$ cat src/rtl/lcd_cmd_pkg.sv
package lcd_cmd_pkg;

    typedef enum logic [1:0] {
        RAM_DD = 2'd0,
        RAM_CG = 2'd1,
        RAM_AB = 2'd2
    } ram_sel_e;

    localparam int          ADDR_W      = 7;
    localparam logic [6:0]  ONE_LAST    = 7'h4F;
    localparam logic [6:0]  TWO_END_A   = 7'h27;
    localparam logic [6:0]  TWO_START_B = 7'h40;
    localparam logic [6:0]  TWO_LAST    = 7'h67;

    function automatic logic ddr_addr_ok(input logic [6:0] a, input logic two_line);
        if (two_line)
            return (a <= TWO_END_A) || ((a >= TWO_START_B) && (a <= TWO_LAST));
        else
            return a <= ONE_LAST;
    endfunction

endpackage

$ cat src/rtl/lcd_busy_timer.sv
module lcd_busy_timer #(
    parameter int CYCLES = 10
) (
    input  logic clk,
    input  logic rst_n,
    input  logic start_i,
    output logic busy_o
);
    localparam int CW = $clog2(CYCLES + 1);

    logic [CW-1:0] cnt_d, cnt_q;

    always_comb begin
        cnt_d = cnt_q;
        if (start_i)
            cnt_d = CW'(CYCLES);
        else if (cnt_q != '0)
            cnt_d = cnt_q - 1'b1;
    end

    always_ff @(posedge clk or negedge rst_n) begin
        if (!rst_n) cnt_q <= '0;
        else        cnt_q <= cnt_d;
    end

    assign busy_o = (cnt_q != '0);

    // the decoder never accepts a command while the timer runs
    p_start_only_idle_r8: assert property (@(posedge clk) disable iff (!rst_n)
        start_i |-> !busy_o);

    // the flag drops once the last cycle has run out
    p_busy_release_r7: assert property (@(posedge clk) disable iff (!rst_n)
        (cnt_q == CW'(1) && !start_i) |=> !busy_o);

endmodule

$ cat src/rtl/lcd_addr_step.sv
module lcd_addr_step
    import lcd_cmd_pkg::*;
(
    input  logic [6:0] addr_i,
    input  ram_sel_e   sel_i,
    input  logic       two_line_i,
    input  logic       up_i,
    input  logic       in_window_i,
    output logic [6:0] addr_o
);
    always_comb begin
        if (sel_i == RAM_CG) begin
            addr_o = {1'b0, up_i ? (addr_i[5:0] + 6'd1) : (addr_i[5:0] - 6'd1)};
        end else if (!in_window_i) begin
            addr_o = up_i ? (addr_i + 7'd1) : (addr_i - 7'd1);
        end else if (two_line_i) begin
            if (up_i)
                addr_o = (addr_i == TWO_END_A) ? TWO_START_B :
                         (addr_i == TWO_LAST)  ? 7'h00 : addr_i + 7'd1;
            else
                addr_o = (addr_i == TWO_START_B) ? TWO_END_A :
                         (addr_i == 7'h00)       ? TWO_LAST : addr_i - 7'd1;
        end else begin
            if (up_i)
                addr_o = (addr_i == ONE_LAST) ? 7'h00 : addr_i + 7'd1;
            else
                addr_o = (addr_i == 7'h00) ? ONE_LAST : addr_i - 7'd1;
        end
    end
endmodule

$ cat src/rtl/lcd_cmd_decoder.sv
module lcd_cmd_decoder
    import lcd_cmd_pkg::*;
#(
    parameter int BUSY_CYCLES = 10
) (
    input  logic       clk,
    input  logic       rst_n,
    input  logic       cmd_valid,
    input  logic [1:0] cmd_rs,
    input  logic       cmd_rw,
    input  logic [7:0] cmd_data,
    input  logic [1:0] line_cfg,
    input  logic       step_up,
    output logic       busy,
    output logic       ram_we,
    output logic [1:0] ram_sel,
    output logic [6:0] ram_addr,
    output logic [7:0] ram_wdata,
    output logic [6:0] addr_cnt,
    output logic [1:0] addr_sel,
    output logic       addr_bad,
    output logic [4:0] com_lines
);
    typedef struct packed {
        logic [6:0] addr;
        ram_sel_e   sel;
        logic       bad;
        logic       we;
        ram_sel_e   wsel;
        logic [6:0] waddr;
        logic [7:0] wdata;
    } state_t;

    state_t st_d, st_q;

    logic       two_line;
    logic       is_cg, is_dd, is_wr, accept;
    logic [6:0] step_addr;

    assign two_line = line_cfg[1];
    assign is_cg  = (cmd_rs == 2'b10) && !cmd_rw && (cmd_data[7:6] == 2'b01);
    assign is_dd  = (cmd_rs == 2'b10) && !cmd_rw && cmd_data[7];
    assign is_wr  = (cmd_rs == 2'b11) && !cmd_rw;
    assign accept = cmd_valid && !busy && (is_cg || is_dd || is_wr);

    lcd_busy_timer #(.CYCLES(BUSY_CYCLES)) u_timer (
        .clk     (clk),
        .rst_n   (rst_n),
        .start_i (accept),
        .busy_o  (busy)
    );

    lcd_addr_step u_step (
        .addr_i      (st_q.addr),
        .sel_i       (st_q.sel),
        .two_line_i  (two_line),
        .up_i        (step_up),
        .in_window_i (ddr_addr_ok(st_q.addr, two_line)),
        .addr_o      (step_addr)
    );

    always_comb begin
        st_d    = st_q;
        st_d.we = 1'b0;
        if (accept) begin
            if (is_dd) begin
                st_d.addr = cmd_data[6:0];
                st_d.sel  = RAM_DD;
                st_d.bad  = !ddr_addr_ok(cmd_data[6:0], two_line);
            end else if (is_cg) begin
                st_d.addr = {1'b0, cmd_data[5:0]};
                st_d.sel  = RAM_CG;
                st_d.bad  = 1'b0;
            end else begin
                st_d.we    = 1'b1;
                st_d.wsel  = st_q.sel;
                st_d.waddr = st_q.addr;
                st_d.wdata = cmd_data;
                st_d.addr  = step_addr;
            end
        end
    end

    always_ff @(posedge clk or negedge rst_n) begin
        if (!rst_n) st_q <= '0;
        else        st_q <= st_d;
    end

    always_comb begin
        case (line_cfg)
            2'b00:   com_lines = 5'd8;
            2'b01:   com_lines = 5'd9;
            2'b10:   com_lines = 5'd16;
            default: com_lines = 5'd17;
        endcase
    end

    assign ram_we    = st_q.we;
    assign ram_sel   = st_q.wsel;
    assign ram_addr  = st_q.waddr;
    assign ram_wdata = st_q.wdata;
    assign addr_cnt  = st_q.addr;
    assign addr_sel  = st_q.sel;
    assign addr_bad  = st_q.bad;

    // every accepted command starts the busy window
    p_busy_after_accept_r7: assert property (@(posedge clk) disable iff (!rst_n)
        accept |=> busy);

    // the write strobe lasts a single cycle
    p_we_single_r3: assert property (@(posedge clk) disable iff (!rst_n)
        ram_we |=> !ram_we);

    // a command during busy leaves counter, selection and strobe untouched
    p_ignored_busy_r8: assert property (@(posedge clk) disable iff (!rst_n)
        (cmd_valid && busy) |=> (!ram_we && $stable(addr_cnt) && $stable(addr_sel)));

    // the CG counter never leaves its 64-entry space
    p_cg_narrow_r4: assert property (@(posedge clk) disable iff (!rst_n)
        (addr_sel == 2'd1) |-> (addr_cnt[6] == 1'b0));

endmodule

$ cat config.mk
export PLATFORM = sky130hd
export DESIGN_NAME = lcd_cmd_decoder
export DESIGN_NICKNAME = d
export VERILOG_FILES = /design/src/rtl/lcd_cmd_pkg.sv /design/src/rtl/lcd_busy_timer.sv /design/src/rtl/lcd_addr_step.sv /design/src/rtl/lcd_cmd_decoder.sv
export SDC_FILE = /design/constraint.sdc
export NUM_CORES = 1
export LEC_CHECK = 0
export BUFFER_PORTS_ARGS = -buffer_cell sky130_fd_sc_hd__buf_2
export CAP_MARGIN = 20
export CORE_MARGIN = 2
export CORE_UTILIZATION = 51
export DETAILED_ROUTE_END_ITERATION = 8
export HOLD_SLACK_MARGIN = 0.06
export PLACE_DENSITY = 0.76
export SLEW_MARGIN = 20
export SYNTH_ARGS = -nofsm -noshare
export SYNTH_HDL_FRONTEND = slang
export SYNTH_HIERARCHICAL = 1
export SYNTH_SLANG_ARGS = --single-unit
$ cat constraint.sdc
create_clock -name clk -period 4.99 [get_ports clk]
set_input_delay 0.2495 -clock clk [delete_from_list [all_inputs] [get_ports clk]]
set_output_delay 0.2495 -clock clk [all_outputs]
set_load 0.01 [all_outputs]
==> flow_results.org <==
** Placed design
- Number of instances in the placed design :: ~300
- Gpl congestion :: 0.821
- The HPWL after detailed placement is 3460 um.
- Port buffering added 44 buffers.
- Before CTS, the worst setup slack after placement is 2.37 ns.

** GRT
- Total track usage :: around 21%
- Summed over all layers, the global routing overflow is 0.
- Wire length of the first global-routing pass :: 7870 um
- Antenna violations before repair :: 0
- The via count of the first global-routing pass was 1665.
- Maximum number of pins on one net before global-route repair :: 31

** Setup path
- Category of the worst setup path launch point :: flip-flop
- Worst R2R Setup Slack :: 2.39 ns
- Endpoint type of the worst setup path :: flip-flop
- The worst register-to-register path ends at addr_cnt[5]$_DFFE_PN0P_.
- Critical path data required time :: roughly 5.2 ns
- Highest net fanout along the worst path :: 15
- Critical path start-end classification :: flip-flop to flip-flop
- Beginning of the worst register-to-register path :: addr_cnt[4]$_DFFE_PN0P_
- Measured in cells, the most critical reg-to-reg path has a length of 8.
- Data on the critical path arrives at its endpoint at between 2 and 3 ns.

** Cells and area
- The library cells used most frequently in the layout, excluding fill and tap cells, are sky130_fd_sc_hd__buf_2, sky130_fd_sc_hd__dfrtp_1, sky130_fd_sc_hd__a21oi_1.
- Layout Area Growth over Synthesis :: 14.7%
- Net count reported at finish :: 289
- Number of inserted diodes :: 0
- The library cell used most frequently in the layout, excluding fill and tap cells, is sky130_fd_sc_hd__buf_2.
- Cell Count, Final, Fillers Out :: 314
- The post-route netlist has 29.2% of its cells at a drive strength greater than 1.

** Drt
- Top Metal Used :: met4
- Summing over every cut layer, the via total after detailed routing is 1810.
- Total length of routed wires :: 4810 um
- Wire segments on met3 add up to 238 um in the final route.
- For this run, the detailed router's first-pass iteration total came to 4.
- After detailed routing, the number of vias per cell comes to around 5.8.
- In the final routing, the length of wire on met1 measures 2240 um.
- Antenna Nets Post-Route :: 0
- Met2 wire length :: around 2200 um
- The detailed router finished its first iteration with 73 violations.
- In the routed design, unresolved DRC markers number 0.
- Average detailed-routed wire length per instance :: 15.3 um

** Timing
- The clock arrives with 0.00506 ns of skew.
- Headroom to the max-slew limit :: ~53%
- Final worst path period share :: 52.1%
- The number of max-slew violations in the final report came to 0.
- Timing would allow up to between 300 and 400 MHz.
- Unrepaired setup endpoints after global routing :: false
- Once routing completed, OpenROAD measured the worst setup slack at around 2.4 ns.
- On the final layout, the worst hold slack is 0.224 ns.
- The total count of hold-check failures in the final report is 0.
- The worst path in the final design needs a cycle of ~2.6 ns, including I/O delays and setup.
- Final-report setup violation count :: 0
- Actual transition at the worst max-transition pin :: between 0.7 and 0.8 ns
- Setup total negative slack on the finished layout was measured at 0 ns.

** Synth
- Proportion of netlist area held by the largest area contributor :: 34.6%
- In the synthesized netlist, the number of instances is 221.
- Xor/xnor share of the synthesized area :: roughly 4.4%
- Post-Synthesis Mean Instance Area :: between 9 and 10 um^2
- #FFs+latches synth :: 30
- Library cell with the largest summed area after synthesis :: sky130_fd_sc_hd__dfrtp_1
- Share of async-settable or async-resettable flops after synthesis :: 100%
- Proportion of synthesized area in mux cells :: 10.3%
- For this run, the number of Yosys warnings is 6.
- For this run, the register share of the synthesized area comes to between 30% and 40%.
- Yosys mapped a number of flops with a built-in enable equal to 0.
- Post-synthesis simple-gate area fraction :: around 20%
- Post-synth cell types :: 51
- Compound-gate portion of the synthesized area :: 18.2%
- Top FF cell, synth :: sky130_fd_sc_hd__dfrtp_1
- By area, the combinational part of the netlist is dominated by simple AND/OR/NAND/NOR gates.
- After synthesis, the cell types taking the most area are sky130_fd_sc_hd__dfrtp_1, sky130_fd_sc_hd__mux2_4, sky130_fd_sc_hd__ha_1, sky130_fd_sc_hd__a21oi_1, sky130_fd_sc_hd__mux2_2.
- Synthesized area :: 2170 um^2
- Adder-Cell Fraction of Synth Area :: 5.54%

** Die
- Area enclosed by the die boundary :: 4790 um^2
- Die outline width :: around 69 um
- Floorplan core area :: 4060 um^2
- Starting density of the core :: a little over half
- Chip height :: 69.2 um
- Pin placement for this block handled 51 I/O pins.
- Std cell rows :: 23

** Power and ir drop
- For this design the ratio of total power to cell area is 582 nW/um^2.
- IR analysis of the VDD net gives a maximum drop of roughly 0.0003 V.
- Leakage component of the power :: roughly 0.0012 uW
- Final Power :: 1450 uW

** Clocking
- The clock drives 30 sinks.
- Root buffer selected by CTS :: sky130_fd_sc_hd__clkbuf_8
- Clock latency on the worst-skew pair, taken at its later pin, is roughly 0.29 ns.
- CTS tree :: built
- Post-CTS Hold Fix Bufs :: 1
- CTS H-tree depth :: 2
- Clock Pin Slew Worst Setup and Hold Paths :: about 0.070 ns
- Number of buffers added by the clock tree synthesis step :: 5
- No sink is reached through more buffers than the 2 on the longest clock path.
- Total of cells resized after clock tree synthesis :: 0
- Number of setup buffers added after CTS :: 0

** Worst hold path
- HP Class :: primary input to flip-flop
- The path with the worst hold slack has its endpoint at ram_wdata[0]$_DFFE_PN0P_.
- HP Start :: cmd_data[0]
- Hold path cells :: 2

** Flow run
- Max-cap violations in this run came to 0.

** Status
- Run status :: completed
## registers in the layout, summed over array words and instances (netlist names)
signal         flops
ram_wdata          8
addr_sel           1
addr_cnt           7
u_timer/cnt_q      4
ram_addr           7
ram_sel            1
ram_we             1
addr_bad           1
## per-layer routing
layer  vias up  global-route usage, %
li1        878                      -
met1       870                   27.9
met2        51                   31.6
met3        11                   3.92
met4         0                   10.2
met5         -                      0
## stage by stage
stage          instance area, um^2  utilization [%]
4_1_cts                       2490             61.3
5_1_grt                       2490             61.3
2_1_floorplan                 2200                -
3_5_place_dp                  2370             58.3
3_3_place_gp                  2370             58.3
6_report                      2490             61.3
## how the worst max path moves through the flow
| stage | cells after the start | to | start | slack [ns] |
|---|---|---|---|---|
| 3_5_place_dp | 10 | addr_cnt[5]$_DFFE_PN0P_ | step_up | 2.37 |
| 3_3_place_gp | 10 | addr_cnt[5]$_DFFE_PN0P_ | step_up | 2.38 |
| 2_1_floorplan | 10 | addr_cnt[1]$_DFFE_PN0P_ | addr_cnt[0]$_DFFE_PN0P_ | 2.75 |
| 6_report | 8 | addr_cnt[5]$_DFFE_PN0P_ | addr_cnt[4]$_DFFE_PN0P_ | 2.39 |
| 5_1_grt | 8 | addr_cnt[5]$_DFFE_PN0P_ | addr_cnt[4]$_DFFE_PN0P_ | 2.21 |
| 4_1_cts | 8 | addr_cnt[5]$_DFFE_PN0P_ | addr_cnt[4]$_DFFE_PN0P_ | 2.44 |
## critical path, stage by stage (launching register included)
cell,delay (ns)
sky130_fd_sc_hd__dfrtp_1,0.55
sky130_fd_sc_hd__ha_1,0.42
sky130_fd_sc_hd__or4bb_1,0.52
sky130_fd_sc_hd__o221ai_1,0.20
sky130_fd_sc_hd__or3_1,0.15
sky130_fd_sc_hd__a311oi_1,0.05
sky130_fd_sc_hd__a211oi_1,0.29
sky130_fd_sc_hd__o21ai_0,0.15
sky130_fd_sc_hd__a31oi_1,0.20
## Yosys cell counts, drive strengths merged, types with 7 or more instances
cell and number:
dfrtp 30, a31oi 11, a21oi 19, mux2 16
buf 12, inv 10, xnor2 8, ha 8
nor2 9, o21ai 14, nor2b 7
## where the power goes
| part | switching (uW) | internal [uW] |
|---|---|---|
| clock network | 92.1 | 147 |
| logic | 346 | 358 |
| registers | 157 | 348 |
## cells by family (layout without fill, tap and decap cells)
| kind of cell | Yosys count | after routing |
|---|---|---|
| simple gates | 64 | 64 |
| compound gates | 61 | 61 |
| flops | 30 | 30 |
| buf+inv | 28 | 63 |
| mux | 17 | 17 |
| xor+xnor | 11 | 11 |
| fa+ha+maj | 9 | 9 |
| other cells | 1 | 9 |
## final cells by class
cell class / count / area (um^2)
Clock buffer: 5 / 68.8
Inverter: 10 / 37.5
Multi-Input combinational cell: 171 / 1300
Fill cell: 326 / 1570
Clock inverter: 3 / 40.0
Sequential cell: 30 / 751
Timing Repair Buffer: 45 / 230
Tap cell: 50 / 62.6
Note: power is estimated with default switching activity, not from simulation.
